--- config.mk ---
export PLATFORM = sky130hd
export DESIGN_NAME = pkt_ts_latch
export DESIGN_NICKNAME = d
export VERILOG_FILES = /design/src/rtl/ts_pkg.sv /design/src/rtl/ts_lock_ctrl.sv /design/src/rtl/ts_stamp_store.sv /design/src/rtl/ts_chan.sv /design/src/rtl/pkt_ts_latch.sv
export SDC_FILE = /design/constraint.sdc
export NUM_CORES = 1
export LEC_CHECK = 0
export CORE_AREA = 4 4 149 223
export CTS_BUF_LIST = sky130_fd_sc_hd__clkbuf_16
export DETAILED_ROUTE_END_ITERATION = 7
export DIE_AREA = 0 0 153 227
export GPL_TIMING_DRIVEN = 0
export PLACE_DENSITY = 0.53
export SKIP_CTS_REPAIR_TIMING = 1
export SYNTH_ARGS = -nofsm -noshare
export SYNTH_HDL_FRONTEND = slang
export SYNTH_HIERARCHICAL = 1
export SYNTH_SLANG_ARGS = --single-unit
--- constraint.sdc ---
create_clock -name clk_i -period 1.6 [get_ports clk_i]
set_input_delay 0.48 -clock clk_i [delete_from_list [all_inputs] [get_ports clk_i]]
set_output_delay 0.48 -clock clk_i [all_outputs]
set_load 0.05 [all_outputs]
--- src/rtl/ts_pkg.sv ---
package ts_pkg;
  localparam int unsigned NUM_CH = 2;
  typedef enum logic {CH_TX = 1'b0, CH_RX = 1'b1} ts_ch_e;

  function automatic int unsigned ch_idx(ts_ch_e ch);
    return (ch == CH_TX) ? 0 : 1;
  endfunction
endpackage

--- src/rtl/ts_lock_ctrl.sv ---
module ts_lock_ctrl #(
  parameter int unsigned MISS_W = 8
) (
  input  logic              clk_i,
  input  logic              rst_ni,
  input  logic              en_i,
  input  logic              evt_i,
  input  logic              rel_i,
  output logic              cap_o,
  output logic              valid_o,
  output logic [MISS_W-1:0] missed_o
);
  localparam logic [MISS_W-1:0] MissMax = {MISS_W{1'b1}};

  logic valid_q;
  logic [MISS_W-1:0] miss_q;
  logic drop;

  // release read completes before a same-cycle event is taken
  assign cap_o = en_i & evt_i & (~valid_q | rel_i);
  assign drop  = en_i & evt_i & valid_q & ~rel_i;

  always_ff @(posedge clk_i or negedge rst_ni) begin
    if (!rst_ni) begin
      valid_q <= 1'b0;
    end else if (!en_i) begin
      valid_q <= 1'b0;
    end else if (cap_o) begin
      valid_q <= 1'b1;
    end else if (rel_i) begin
      valid_q <= 1'b0;
    end
  end

  always_ff @(posedge clk_i or negedge rst_ni) begin
    if (!rst_ni) begin
      miss_q <= '0;
    end else if (drop && (miss_q != MissMax)) begin
      miss_q <= miss_q + MISS_W'(1);
    end
  end

  assign valid_o  = valid_q;
  assign missed_o = miss_q;

  p_dis_clear_r1: assert property (@(posedge clk_i) disable iff (!rst_ni)
    !en_i |=> !valid_o);
  p_first_cap_r2: assert property (@(posedge clk_i) disable iff (!rst_ni)
    (en_i && evt_i && !valid_o) |=> valid_o);
  p_release_r5: assert property (@(posedge clk_i) disable iff (!rst_ni)
    (en_i && valid_o && rel_i && !evt_i) |=> !valid_o);
  p_lo_no_rel_r6: assert property (@(posedge clk_i) disable iff (!rst_ni)
    (en_i && valid_o && !rel_i) |=> valid_o);
  p_miss_inc_r7: assert property (@(posedge clk_i) disable iff (!rst_ni)
    (en_i && evt_i && valid_o && !rel_i && (missed_o != MissMax))
      |=> (missed_o == $past(missed_o) + MISS_W'(1)));
  p_miss_sat_r7: assert property (@(posedge clk_i) disable iff (!rst_ni)
    (missed_o == MissMax) |=> (missed_o == MissMax));
endmodule

--- src/rtl/ts_stamp_store.sv ---
module ts_stamp_store #(
  parameter int unsigned TIME_W = 64,
  parameter int unsigned WORD_W = 32
) (
  input  logic              clk_i,
  input  logic              rst_ni,
  input  logic              cap_i,
  input  logic [TIME_W-1:0] time_i,
  input  logic              rd_lo_i,
  input  logic              rd_hi_i,
  output logic [TIME_W-1:0] stamp_o,
  output logic [WORD_W-1:0] rdata_o
);
  localparam int unsigned HI_W = TIME_W - WORD_W;

  logic [TIME_W-1:0] stamp_q;
  logic [WORD_W-1:0] rdata_q;
  logic [WORD_W-1:0] hi_word;

  generate
    if (HI_W >= WORD_W) begin : g_hi_full
      assign hi_word = stamp_q[WORD_W +: WORD_W];
    end else begin : g_hi_pad
      assign hi_word = {{(WORD_W-HI_W){1'b0}}, stamp_q[TIME_W-1:WORD_W]};
    end
  endgenerate

  always_ff @(posedge clk_i or negedge rst_ni) begin
    if (!rst_ni) begin
      stamp_q <= '0;
    end else if (cap_i) begin
      stamp_q <= time_i;
    end
  end

  // read data reflects the stamp before any same-edge capture
  always_ff @(posedge clk_i or negedge rst_ni) begin
    if (!rst_ni) begin
      rdata_q <= '0;
    end else if (rd_hi_i) begin
      rdata_q <= hi_word;
    end else if (rd_lo_i) begin
      rdata_q <= stamp_q[WORD_W-1:0];
    end
  end

  assign stamp_o = stamp_q;
  assign rdata_o = rdata_q;

  p_rd_lo_r4: assert property (@(posedge clk_i) disable iff (!rst_ni)
    (rd_lo_i && !rd_hi_i) |=> (rdata_o == $past(stamp_o[WORD_W-1:0])));
  p_rd_idle_r4: assert property (@(posedge clk_i) disable iff (!rst_ni)
    (!rd_lo_i && !rd_hi_i) |=> $stable(rdata_o));
endmodule

--- src/rtl/ts_chan.sv ---
module ts_chan #(
  parameter int unsigned TIME_W = 64,
  parameter int unsigned WORD_W = 32,
  parameter int unsigned MISS_W = 8
) (
  input  logic              clk_i,
  input  logic              rst_ni,
  input  logic [TIME_W-1:0] time_i,
  input  logic              en_i,
  input  logic              evt_i,
  input  logic              rd_lo_i,
  input  logic              rd_hi_i,
  output logic              valid_o,
  output logic [WORD_W-1:0] rdata_o,
  output logic [MISS_W-1:0] missed_o
);
  logic cap;
  logic [TIME_W-1:0] stamp;

  ts_lock_ctrl #(.MISS_W(MISS_W)) ctrl_i (
    .clk_i   (clk_i),
    .rst_ni  (rst_ni),
    .en_i    (en_i),
    .evt_i   (evt_i),
    .rel_i   (rd_hi_i),
    .cap_o   (cap),
    .valid_o (valid_o),
    .missed_o(missed_o)
  );

  ts_stamp_store #(.TIME_W(TIME_W), .WORD_W(WORD_W)) store_i (
    .clk_i  (clk_i),
    .rst_ni (rst_ni),
    .cap_i  (cap),
    .time_i (time_i),
    .rd_lo_i(rd_lo_i),
    .rd_hi_i(rd_hi_i),
    .stamp_o(stamp),
    .rdata_o(rdata_o)
  );

  p_lock_hold_r3: assert property (@(posedge clk_i) disable iff (!rst_ni)
    (en_i && valid_o && !rd_hi_i) |=> (valid_o && $stable(stamp)));
  p_dis_hold_r1: assert property (@(posedge clk_i) disable iff (!rst_ni)
    !en_i |=> $stable(stamp));
  p_capture_r2: assert property (@(posedge clk_i) disable iff (!rst_ni)
    (en_i && evt_i && !valid_o) |=> (stamp == $past(time_i)));
  p_swap_r8: assert property (@(posedge clk_i) disable iff (!rst_ni)
    (en_i && evt_i && valid_o && rd_hi_i) |=> (valid_o && (stamp == $past(time_i))));
endmodule

--- src/rtl/pkt_ts_latch.sv ---
module pkt_ts_latch
  import ts_pkg::*;
#(
  parameter int unsigned TIME_W = 64,
  parameter int unsigned WORD_W = 32,
  parameter int unsigned MISS_W = 8
) (
  input  logic              clk_i,
  input  logic              rst_ni,
  input  logic [TIME_W-1:0] time_i,
  input  logic              tx_en_i,
  input  logic              tx_evt_i,
  input  logic              tx_rd_lo_i,
  input  logic              tx_rd_hi_i,
  output logic              tx_valid_o,
  output logic [WORD_W-1:0] tx_rdata_o,
  output logic [MISS_W-1:0] tx_missed_o,
  input  logic              rx_en_i,
  input  logic              rx_evt_i,
  input  logic              rx_rd_lo_i,
  input  logic              rx_rd_hi_i,
  output logic              rx_valid_o,
  output logic [WORD_W-1:0] rx_rdata_o,
  output logic [MISS_W-1:0] rx_missed_o
);
  localparam int unsigned TX = ch_idx(CH_TX);
  localparam int unsigned RX = ch_idx(CH_RX);

  logic [NUM_CH-1:0] en, evt, rd_lo, rd_hi, valid;
  logic [WORD_W-1:0] rdata  [NUM_CH];
  logic [MISS_W-1:0] missed [NUM_CH];

  assign en[TX]    = tx_en_i;
  assign evt[TX]   = tx_evt_i;
  assign rd_lo[TX] = tx_rd_lo_i;
  assign rd_hi[TX] = tx_rd_hi_i;
  assign en[RX]    = rx_en_i;
  assign evt[RX]   = rx_evt_i;
  assign rd_lo[RX] = rx_rd_lo_i;
  assign rd_hi[RX] = rx_rd_hi_i;

  generate
    for (genvar c = 0; c < NUM_CH; c++) begin : g_ch
      ts_chan #(.TIME_W(TIME_W), .WORD_W(WORD_W), .MISS_W(MISS_W)) chan_i (
        .clk_i   (clk_i),
        .rst_ni  (rst_ni),
        .time_i  (time_i),
        .en_i    (en[c]),
        .evt_i   (evt[c]),
        .rd_lo_i (rd_lo[c]),
        .rd_hi_i (rd_hi[c]),
        .valid_o (valid[c]),
        .rdata_o (rdata[c]),
        .missed_o(missed[c])
      );
    end
  endgenerate

  assign tx_valid_o  = valid[TX];
  assign tx_rdata_o  = rdata[TX];
  assign tx_missed_o = missed[TX];
  assign rx_valid_o  = valid[RX];
  assign rx_rdata_o  = rdata[RX];
  assign rx_missed_o = missed[RX];

  p_rx_quiet_r9: assert property (@(posedge clk_i) disable iff (!rst_ni)
    (!rx_en_i) |=> (!rx_valid_o && $stable(rx_missed_o)));
  p_tx_quiet_r9: assert property (@(posedge clk_i) disable iff (!rst_ni)
    (!tx_en_i) |=> (!tx_valid_o && $stable(tx_missed_o)));
endmodule

==> After elaboration in Yosys (flattened, before gate mapping) <==
Index checks and enable logic that the tools add are counted.
{ "word_totals": {"ff_bits": 210, "inputBits": 74, "output_inout_bits": 82, "elab_cells": 42} }
{ "op_classes": {"n_addsub": 2, "n_eq_ne": 4, "n_mux": 10, "bitwise_logic": 14, "n_reduce_logical": 4} }
{ "ops": {"columns": ["operator", "count"], "rows": [
  ["32-bit two-way mux", 4],
  ["8-bit by 1-bit adder with 8-bit output (second input constant)", 2],
  ["8-bit inequality test (second input constant)", 2],
  ["1-bit bitwise AND", 8],
  ["1-bit two-way mux", 6],
  ["3-bit by 1-bit inequality test with 1-bit output (second input constant)", 2],
  ["1-bit NOT", 4],
  ["2-bit nonzero test", 2],
  ["1-bit logical AND", 2],
  ["1-bit OR", 2]
]} }

==> Depth between registers and ports, before layout <==
Gate-level depths: netlist (run 1).
{ "logic_depth": {"depth_word": 5, "mapped_depth": 5, "ltp_nobuf": 4} }

==> Hierarchy <==
The synthesis (run 1) kept the hierarchy.
{ "by_module_without_submodules": {"columns": ["mod", "instances", "cells_per_inst", "area_each_um2", "seq_area_each_um2"], "rows": [
  ["ts_stamp_store", 2, 274, 4154.0, 2402.3],
  ["ts_lock_ctrl", 2, 48, 494.2, 225.2]
]} }

==> Worst setup path before layout (run 1) <==
No wires, ideal clock.
{ "synth_path": {"path_type": "flip-flop to flip-flop", "startpoint": "reg g_ch[0].chan_i.ctrl_i.miss_q[0]", "endpoint": "reg g_ch[0].chan_i.ctrl_i.miss_q[6]", "setup_ps": 128, "arrival_ps": 1686, "path_slack_ps": -213, "path_stages_with_launch": 5, "n_path_buf": 0, "period_less_slack_ps": 1813, "path_cell_list": "dfrtp_1 ha_1 nand4_1 nor3_1 mux2_1"} }
{ "synth_via": {"elab_chain_len": 2} }
{ "synth_rtl": {"columns": ["item", "line", "text"], "rows": [
  ["start: declaration", "ts_lock_ctrl.sv:16", "logic [MISS_W-1:0] miss_q;"],
  ["start signal: assignment", "ts_lock_ctrl.sv:39", "miss_q <= miss_q + MISS_W'(1);"],
  ["parallel branches: the longest is 2 deep, another holds 8-bit by 1-bit adder with 8-bit output", null, null]
]} }
Parallel ways; which one is timed is not known.
A chain may end at the register's enable or synchronous reset.

==> Worst setup path after layout (run 1) <==
{ "layout_path": {"startpoint": "reg g_ch[1].chan_i.ctrl_i.valid_q", "endpoint": "reg g_ch[1].chan_i.store_i.stamp_q[3]"} }
{ "layout_via": {"elab_chain_len": 3} }
{ "layout_rtl": {"columns": ["item", "line", "text"], "rows": [
  ["start: declaration", "ts_lock_ctrl.sv:15", "logic valid_q;"],
  ["start signal: assignment", "ts_lock_ctrl.sv:25", "valid_q <= 1'b0;"],
  ["start signal: assignment", "ts_lock_ctrl.sv:27", "valid_q <= 1'b0;"],
  ["start signal: assignment", "ts_lock_ctrl.sv:29", "valid_q <= 1'b1;"],
  ["1-bit NOT", "ts_lock_ctrl.sv:20", "assign cap_o = en_i & evt_i & (~valid_q | rel_i);"],
  ["1-bit OR", "ts_lock_ctrl.sv:20", null],
  ["1-bit bitwise AND", "ts_lock_ctrl.sv:20", null],
  ["via g_ch[1].chan_i.cap", "ts_chan.sv:17", "logic cap;"],
  ["end signal: assignment", "ts_stamp_store.sv:32", "stamp_q <= time_i;"],
  ["end: declaration", "ts_stamp_store.sv:16", "logic [TIME_W-1:0] stamp_q;"]
]} }
The timed path passes the listed nets, and every way through them passes these cells.

==> run metrics, run 1 <==
status finished, violations left; failing checks negative hold slack, negative setup slack; die area 34700 sq um; most frequent cells in the layout dfrtp_1 (197), mux2_4 (124), buf_6 (89), nand2_1 (74), clkdlybuf4s50_1 (68); PwrDens between 1000 and 1500 nW/um^2; CTS Sinks 210; worst-margin pin slew 0.709 ns; Mapped Cells 644; Worst Path Required 2.00 ns; io pins approximately 160; number of global-route vias before repair 6241; end-of-flow core utilization 41.4%; CP Launch Type flop; WL final 25.6 mm; Slew Viols, Final 0; crit path from g_ch[1].chan_i/ctrl_i/valid_o; sequential share of the synthesized area 56.5%; # diodes 0; Syn Nets a little over 700; unrepaired setup endpoints after global routing true; CP max FO 6; Nets 944; Worst Reg2Reg Path Length in Cells 5; CTS clk-pin slew, worst paths 0.06 ns; fin crit period approximately 1.7 ns; GR Util All Layers approximately 14%; Num CTS Buffers 23; LEAKAGE 5.90 nW; RR Endpoint g_ch[1].chan_i/store_i/stamp_o[3]; die width 153 um; worst hold path type in -> async; Crit Path Class reg -> reg; pre-CTS setup slack -0.696 ns; core area about 31000 sq um; Initial Util 30.0%; H-tree Lvls 1; post-route setup slack -0.0558 ns; ANT nets after route 0; first-pass GRT wire length 37.3 mm; Yosys reg bits 210; Post-DP HPWL ~16 mm; Min Hold Slack -0.141 ns; Via density 4.45; area post-placement roughly 11000 sq um; Final Skew 0.00767 ns; IO Port Bufs 153; share of layout cells above drive strength 1 39.3%; Area Overhead vs Synth 38.3%; DR pass1 iterations 6; number of max-capacitance violations reported 0; CTS root buf clkbuf_16; highest clock rate 604 MHz; Ys Warns 6; post-route cell area about 13000 sq um; Clock Tree Buf Depth 3; GR Overflow Total 0; post-route clock period utilization 103%; Final Setup Violations 76; Post-Layout Cell Count approximately 1300; maximum vdd drop 860 uV; initial antenna violation count 0; Synth cell types 32; die height 227 um; flop2flop setup slack -0.06 ns; worst path arrival time a little over 2 ns; gpl congestion 0.716; setup TNS -2.10 ns; vias after detailed routing 5738; Slew headroom 52.7%; Mapped Avg Cell Area 14.4 sq um; CTS tree done; DR WL/cell 19.9 um; synthesized area 9300 sq um; Rows slightly below 80; pin count of the biggest net entering global routing between 90 and 100; RR Startpoint g_ch[1].chan_i/ctrl_i/valid_o; first-iteration detailed-routing DRC count 229; clk_lat worst skew between 0.5 and 0.6 ns; drt drc 0; # placed instances 1204; most common cell after layout, fill and taps aside dfrtp_1; Final Hold Fails 48; CP Capture Type flop
[stage by stage]
stage | hold slack [ns] | power (mW)
floorplan | 0.184 | 9.73
global placement | 0.462 | 11.3
detailed placement | 0.412 | 11.3
CTS | -0.146 | 16.6
global route | -0.135 | 17.7
finish | -0.141 | 16.8
[logic make-up (layout without fill, tap and decap cells)]
group / count (synthesis) / after routing / synth area share [%]
DFF: 210 / 210 / 56.5
muxes: 200 / 200 / 28.3
and+or+nand+nor: 106 / 106 / 5.11
AOI/OAI and AO/OA: 82 / 82 / 4.87
buffers and inverters: 42 / 281 / 4.74
adders and majority gates: 2 / 2 / 0.269
xor gates and xnor gates: 2 / 2 / 0.188
[metal layers]
layer  vias to the layer above  routed length (um)  global-route usage [%]  share of wire (%)
li1                       2717                   -                       -                  -
met1                      2889               11100                    17.4                 43
met2                       102               13200                    24.7                 52
met3                        30                 838                    1.94                3.3
met4                         0                 462                    3.74                1.8
met5                         -                   0                       0                  0
[power by group]
part	internal, mW	total, mW	switching, mW
clock	2.93	5.13	2.20
sequential	6.25	6.94	0.695
combinational	2.34	4.75	2.42
total	11.5	16.8	5.32
[cell usage after synthesis]
library cell  number  share of area, %
buf_4              6              0.48
o21ai_0            6              0.32
nand2b_1           2              0.13
mux2_4           122                20
o21ba_1            2              0.22
mux2_2            10               1.2
mux2_1             4              0.48
nor2_1             6              0.24
o21a_1             2              0.16
dfrtp_1          210                57
ha_1               2              0.27
nand3_1            6              0.32
a21oi_1            6              0.32
buf_2              4              0.22
nor4_2             2              0.27
clkbuf_1           8              0.32
buf_12            12               2.6
nor3_1             6              0.32
xnor2_1            2              0.19
o2111a_1           2              0.24
nand2_1           74               3.0
o21ai_2            2              0.19
a41oi_1            2              0.19
o21ai_1           60               3.2
nand4_1            2              0.13
nand4b_1           2              0.19
and4b_1            2              0.22
inv_1              4              0.16
and2b_1            2              0.16
buf_6              8              0.97
and3_1             2              0.13
mux2i_1           64               6.9
[critical path: stages, from the launching register on]
cell       delay [ns]
dfrtp_2          0.43
and2b_2          0.23
nor2_4           0.21
buf_12           0.19
clkbuf_16        0.17
mux2_4           0.29
[worst max path at each step]
stage | endpoint | slack (ns)
global route | g_ch[1].chan_i/store_i/stamp_o[4] | -0.11
floorplan | g_ch[0].chan_i/ctrl_i/missed_o[6] | -0.03
CTS | tx_missed_o[2] | -0.76
detailed placement | g_ch[1].chan_i/store_i/stamp_o[10] | -0.70
finish | g_ch[1].chan_i/store_i/stamp_o[3] | -0.06
global placement | g_ch[0].chan_i/ctrl_i/valid_o | -10.18
[cell type report]
type	count	area (sq um)
buffer	38	444
timing repair buffer	199	2250
sequential	210	5270
fill	2950	18200
multi-input combinational	392	3660
tap	405	507
inverter	4	15.0
clock buffer	23	576
clock inverter	17	130
[flip-flops by register name (all words and copies together) (netlist names)]
signal,cells
g_ch.chan_i/ctrl_i/missed_o,16
g_ch.chan_i/store_i/stamp_o,128
g_ch.chan_i/store_i/rdata_o,64
g_ch.chan_i/ctrl_i/valid_o,2
Power figures use the tool's default switching activity.
==> inputs of run 2 (changes only) <==
- REMOVE_ABC_BUFFERS: not set -> 1
==> run 2 against run 1 <==
  * The flow finishes with violations (negative setup slack)
  * Global-route usage down 1.8 points
  * Sequential cell count unchanged
  * Core utilization down 1.1 points
==> run metrics, run 2 (synthesis results as in run 1) <==
status finished, violations left; failing checks negative setup slack; first-pass GRT wire length 33.5 mm (-10%); ANT nets after route 0 (unchanged); overall power 16.4 mW (-2.8%); CTS clk-pin slew, worst paths 0.06 ns (about the same); post-route setup slack -0.0348 ns (+0.0211 ns); critical path, cell by cell clkdlybuf4s50_1, nand2_1, nor2_4, clkbuf_16, buf_16, mux2_2; Clock Tree Buf Depth 3 (unchanged); area post-placement 11200 sq um (-2.2%); die area 34700 sq um (unchanged); Via density 4.50 (+1.0%); LEAKAGE 5.77 nW (-2.2%); fin crit period 1.63 ns (-0.0211 ns); GR Util All Layers 12.0% (-1.8 points); share of layout cells above drive strength 1 38.6% (-0.69 points); CP Launch Type input pin; # diodes 0 (unchanged); Area Overhead vs Synth 34.6%; RR Startpoint g_ch[1].chan_i/ctrl_i/valid_o; CTS root buf clkbuf_16; gpl congestion 0.706 (-1.4%); number of max-capacitance violations reported 0 (unchanged); Crit Path Class in -> reg; clk_lat worst skew 0.51 ns (about the same); initial antenna violation count 1 (+1); drt drc 0 (unchanged); Final Setup Violations 30 (-61%); Final Skew 0.0109 ns (+0.00327 ns); post-route clock period utilization 102% (-1.3 points); IO Port Bufs 155 (+1.3%); vias after detailed routing 5717 (-0.37%); DR pass1 iterations 4 (-2); end-of-flow core utilization 40.3% (-1.1 points); CP bufs+invs 3 (+1); highest clock rate 612 MHz (+1.3%); Slew headroom 41.2% (-11 points); pin count of the biggest net entering global routing 110 (+20%); most common cell after layout, fill and taps aside dfrtp_1; Rows 79 (unchanged); GR Overflow Total 0 (unchanged); io pins 156 (unchanged); Num CTS Buffers 23 (unchanged); cell family with most CP delay buffers and inverters; CTS tree done; flop2flop setup slack -0.01 ns (+0.05 ns); WL final 22.7 mm (-11%); most frequent cells in the layout dfrtp_1 (197), mux2_4 (122), buf_6 (76), nand2_1 (74), clkdlybuf4s50_1 (67); CP max FO 11 (+5); maximum vdd drop 748 uV (-13%); max reg flops 128 (unchanged); unrepaired setup endpoints after global routing true; Final Hold Fails 0 (-100%); Largest stage delay, worst path 0.53 ns (+0.10 ns); crit path from rx_evt_i; Nets 927 (-1.8%); core area 31000 sq um (unchanged); Slew Viols, Final 0 (unchanged); number of global-route vias before repair 5795 (-7.1%); RR Endpoint g_ch[1].chan_i/store_i/stamp_o[0]; PwrDens 1310 nW/um^2 (-0.12%); CTS Sinks 210 (unchanged); worst hold path type in -> async; H-tree Lvls 1 (unchanged); worst-margin pin slew 0.882 ns (+0.172 ns); Worst Path Required 1.99 ns (about the same); post-route cell area 12500 sq um (-2.7%); Min Hold Slack 0.0194 ns (+0.160 ns); Initial Util 30.0% (unchanged); CP Capture Type flop; die height 227 um (unchanged); die width 153 um (unchanged); Worst Reg2Reg Path Length in Cells 5 (unchanged); worst path arrival time 2.03 ns (-0.02 ns); DR WL/cell 17.9 um (-9.8%); setup TNS -0.253 ns (+1.84 ns); Post-DP HPWL 14.3 mm (-11%); Critical-path top delay cell clkdlybuf4s50_1; first-iteration detailed-routing DRC count 184 (-20%)
==> run 2: cell type report <==
cell class,instances,area [sq um]
fillers,2976,18500
repair buffers,220,2420
well taps,405,507
multi-input cells,392,3620
clock inverters,16,96.3
clock buffers,23,576
flip-flops and latches,210,5270
inverters,4,15.0
==> run 2: how the worst max path moves through the flow <==
stage / slack, ns / to / depth (start not counted)
6_report: -0.03 / g_ch[1].chan_i/store_i/stamp_o[0] / 6
5_1_grt: -0.07 / g_ch[0].chan_i/store_i/stamp_o[2] / 5
4_1_cts: -0.97 / g_ch[1].chan_i/store_i/stamp_o[0] / 7
3_5_place_dp: -1.52 / g_ch[1].chan_i/store_i/stamp_o[0] / 7
3_3_place_gp: -9.28 / g_ch[0].chan_i/store_i/rdata_o[22] / 1
2_1_floorplan: -4.11 / g_ch[0].chan_i/store_i/stamp_o[0] / 3
==> run 2: power breakdown <==
group	leakage [nW]	total, mW	internal [mW]	switching [mW]
clock	0.348	4.89	2.76	2.13
combinational	2.92	4.58	2.21	2.37
sequential	2.50	6.89	6.25	0.639
total	5.77	16.4	11.2	5.14
==> run 2: through the flow <==
stage	setup slack, ns	cells
after floorplan	-4.11	606
after global placement	-9.28	1166
after detailed placement	-1.52	1177
after CTS	-0.968	1216
after global routing	-0.0673	1270
final	-0.0348	1270
==> run 2: metal layers <==
metal | wire length (um) | GRT usage [%] | vias to the layer above | share of wire, %
met4 | 347 | 3.19 | 2 | 1.5
li1 | - | - | 2674 | -
met5 | 12 | 0 | - | 0.053
met3 | 1140 | 3.08 | 27 | 5.0
met1 | 9710 | 14.8 | 2898 | 43
met2 | 11500 | 21.0 | 116 | 51
==> inputs of run 3 (changes only) <==
- CORE_AREA: 4 4 149 223 -> 4 4 182 184
- DIE_AREA: 0 0 153 227 -> 0 0 186 188
- PLACE_DENSITY: 0.53 -> 0.52
==> run 3 against run 2 <==
  * The run ends with negative hold slack, negative setup slack left
  * Core utilization is 0.30 points lower
  * Fmax rose by 0.37%
  * Power is 0.94% higher
  * Non-clock buffer count down 4
  * Clock power increased by 4%
  * Clock skew fell by 0.0037 ns
  * Hold slack got worse by 0.069 ns
  * Register-to-register slack barely moved
  * Sequential share of layout area down 0.18 points
  * Global-route usage is 0.25 points lower
  * Count of clock-buffer cells in the layout rose by 2
  * Critical path depth up 1
  * Largest power group unchanged
==> run metrics, run 3 (synthesis results as in run 1) <==
Post-Layout Cell Count 1266 (-0.31%); GR Overflow Total 0 (unchanged); share of layout cells above drive strength 1 38.3% (-0.30 points); flop2flop setup slack -0.02 ns (about the same); Rows 65 (-18%); # diodes 0 (unchanged); pin count of the biggest net entering global routing 111 (+0.91%); WL final 23.1 mm (+1.7%); # placed instances 1174 (-0.25%); die area 35000 sq um (+0.68%); worst hold path type in -> async; Final Setup Violations 6 (-80%); CP max FO 6 (-5); Worst Path Required 1.99 ns (about the same); Slew headroom 43.5% (+2.3 points); RR Startpoint g_ch[0].chan_i/ctrl_i/valid_o; PwrDens 1310 nW/um^2 (+0.55%); CTS root buf clkbuf_16; most frequent cells in the layout dfrtp_1 (199), mux2_4 (125), buf_6 (80), nand2_1 (74), clkdlybuf4s50_1 (68); Clock Tree Buf Depth 3 (unchanged); Worst Reg2Reg Path Length in Cells 6 (+1); DR pass1 iterations 4 (unchanged); Min Hold Slack -0.0496 ns (-0.0690 ns); vias after detailed routing 5692 (-0.44%); H-tree Lvls 1 (unchanged); RR Endpoint g_ch[0].chan_i/store_i/stamp_o[20]; ANT nets after route 0 (unchanged); Nets 924 (-0.32%); unrepaired setup endpoints after global routing true; Via density 4.50 (-0.12%); worst path arrival time 2.02 ns (about the same); Initial Util 29.6% (-0.34 points); Slew Viols, Final 0 (unchanged); status finished, violations left; initial antenna violation count 1 (unchanged); Final Hold Fails 11 (+11); IO Port Bufs 155 (unchanged); number of max-capacitance violations reported 0 (unchanged); highest clock rate 614 MHz (+0.37%); CP Capture Type flop; number of global-route vias before repair 5856 (+1.1%); Post-DP HPWL 13.5 mm (-5.6%); first-pass GRT wire length 33.5 mm (-0.10%); maximum vdd drop 787 uV (+5.2%); fin crit period 1.63 ns (-0.00606 ns); Area Overhead vs Synth 35.1%; drt drc 0 (unchanged); CP Launch Type input pin; failing checks negative hold slack, negative setup slack; max reg flops 128 (unchanged); die height 188 um (-17%); clk_lat worst skew 0.51 ns (about the same); post-route cell area 12600 sq um (+0.39%); CTS clk-pin slew, worst paths 0.06 ns (about the same); io pins 156 (unchanged); LEAKAGE 5.79 nW (+0.32%); most common cell after layout, fill and taps aside dfrtp_1; Crit Path Class in -> reg; GR Util All Layers 11.7% (-0.25 points); fill count 3020 (+1.5%); CTS Sinks 210 (unchanged); core area 31400 sq um (+1.1%); DR WL/cell 18.3 um (+2.0%); worst-margin pin slew 0.847 ns (-0.0348 ns); die width 186 um (+22%); CTS tree done; area post-placement 11200 sq um (about the same); Final Skew 0.00729 ns (-0.00366 ns); post-route setup slack -0.0287 ns (+0.00606 ns); first-iteration detailed-routing DRC count 268 (+46%); gpl congestion 0.670 (-5.1%); post-route clock period utilization 102% (-0.38 points); Num CTS Buffers 24 (+4.3%)
[run 3: area by class of cell]
cell class	count	area [sq um]	area share, %
Clock inverter	17	93.8	0.747
Timing Repair Buffer	216	2410	19.2
Sequential cell	210	5270	42.0
Multi-Input combinational cell	392	3640	29.0
Clock buffer	25	626	4.98
Inverter	4	15.0	0.120
Tap cell	402	503	4.00
[run 3: layer usage]
metal | track usage [%] | vias up | part of all wire, %
li1 | - | 2675 | -
met2 | 17.8 | 122 | 45
met1 | 16.7 | 2866 | 48
met4 | 2.35 | 2 | 1.2
met3 | 3.47 | 27 | 6.1
met5 | 0 | - | 0.056
[run 3: per-stage QoR]
step / TNS, ns / power [mW] / setup slack [ns] / utilization (%)
after floorplan: -518.20 / 9.60 / -4.11 / -
after global placement: -3261.25 / 11.2 / -9.32 / 34.8
after detailed placement: -149.04 / 11.1 / -1.26 / 35.6
after CTS: -111.72 / 16.4 / -0.765 / 37.8
after global routing: -1.52 / 17.4 / -0.0755 / 40.0
final: -0.0847 / 16.5 / -0.0287 / 40.0
[run 3: worst max path at each step]
stage / startpoint / to / slack [ns]
2_1_floorplan: g_ch[0].chan_i/ctrl_i/valid_o / g_ch[0].chan_i/store_i/stamp_o[0] / -4.11
3_3_place_gp: rst_ni / g_ch[0].chan_i/store_i/stamp_o[0] / -9.32
3_5_place_dp: rx_rd_hi_i / g_ch[1].chan_i/store_i/stamp_o[2] / -1.26
4_1_cts: g_ch[0].chan_i/ctrl_i/missed_o[2] / tx_missed_o[2] / -0.76
5_1_grt: g_ch[0].chan_i/ctrl_i/valid_o / g_ch[0].chan_i/store_i/stamp_o[58] / -0.08
6_report: tx_evt_i / g_ch[0].chan_i/store_i/stamp_o[20] / -0.03
[run 3: critical path, stage by stage]
cell and delay (ns):
clkdlybuf4s50_1 0.52, nand2_1 0.11, nor2_4 0.18, buf_12 0.15
clkbuf_4 0.18, buf_4 0.12, mux2_4 0.28
[run 3: report_power, final]
part	total [mW]	switching [mW]	internal, mW
clock	5.08	2.13	2.95
combinational	4.56	2.38	2.17
sequential	6.88	0.631	6.25
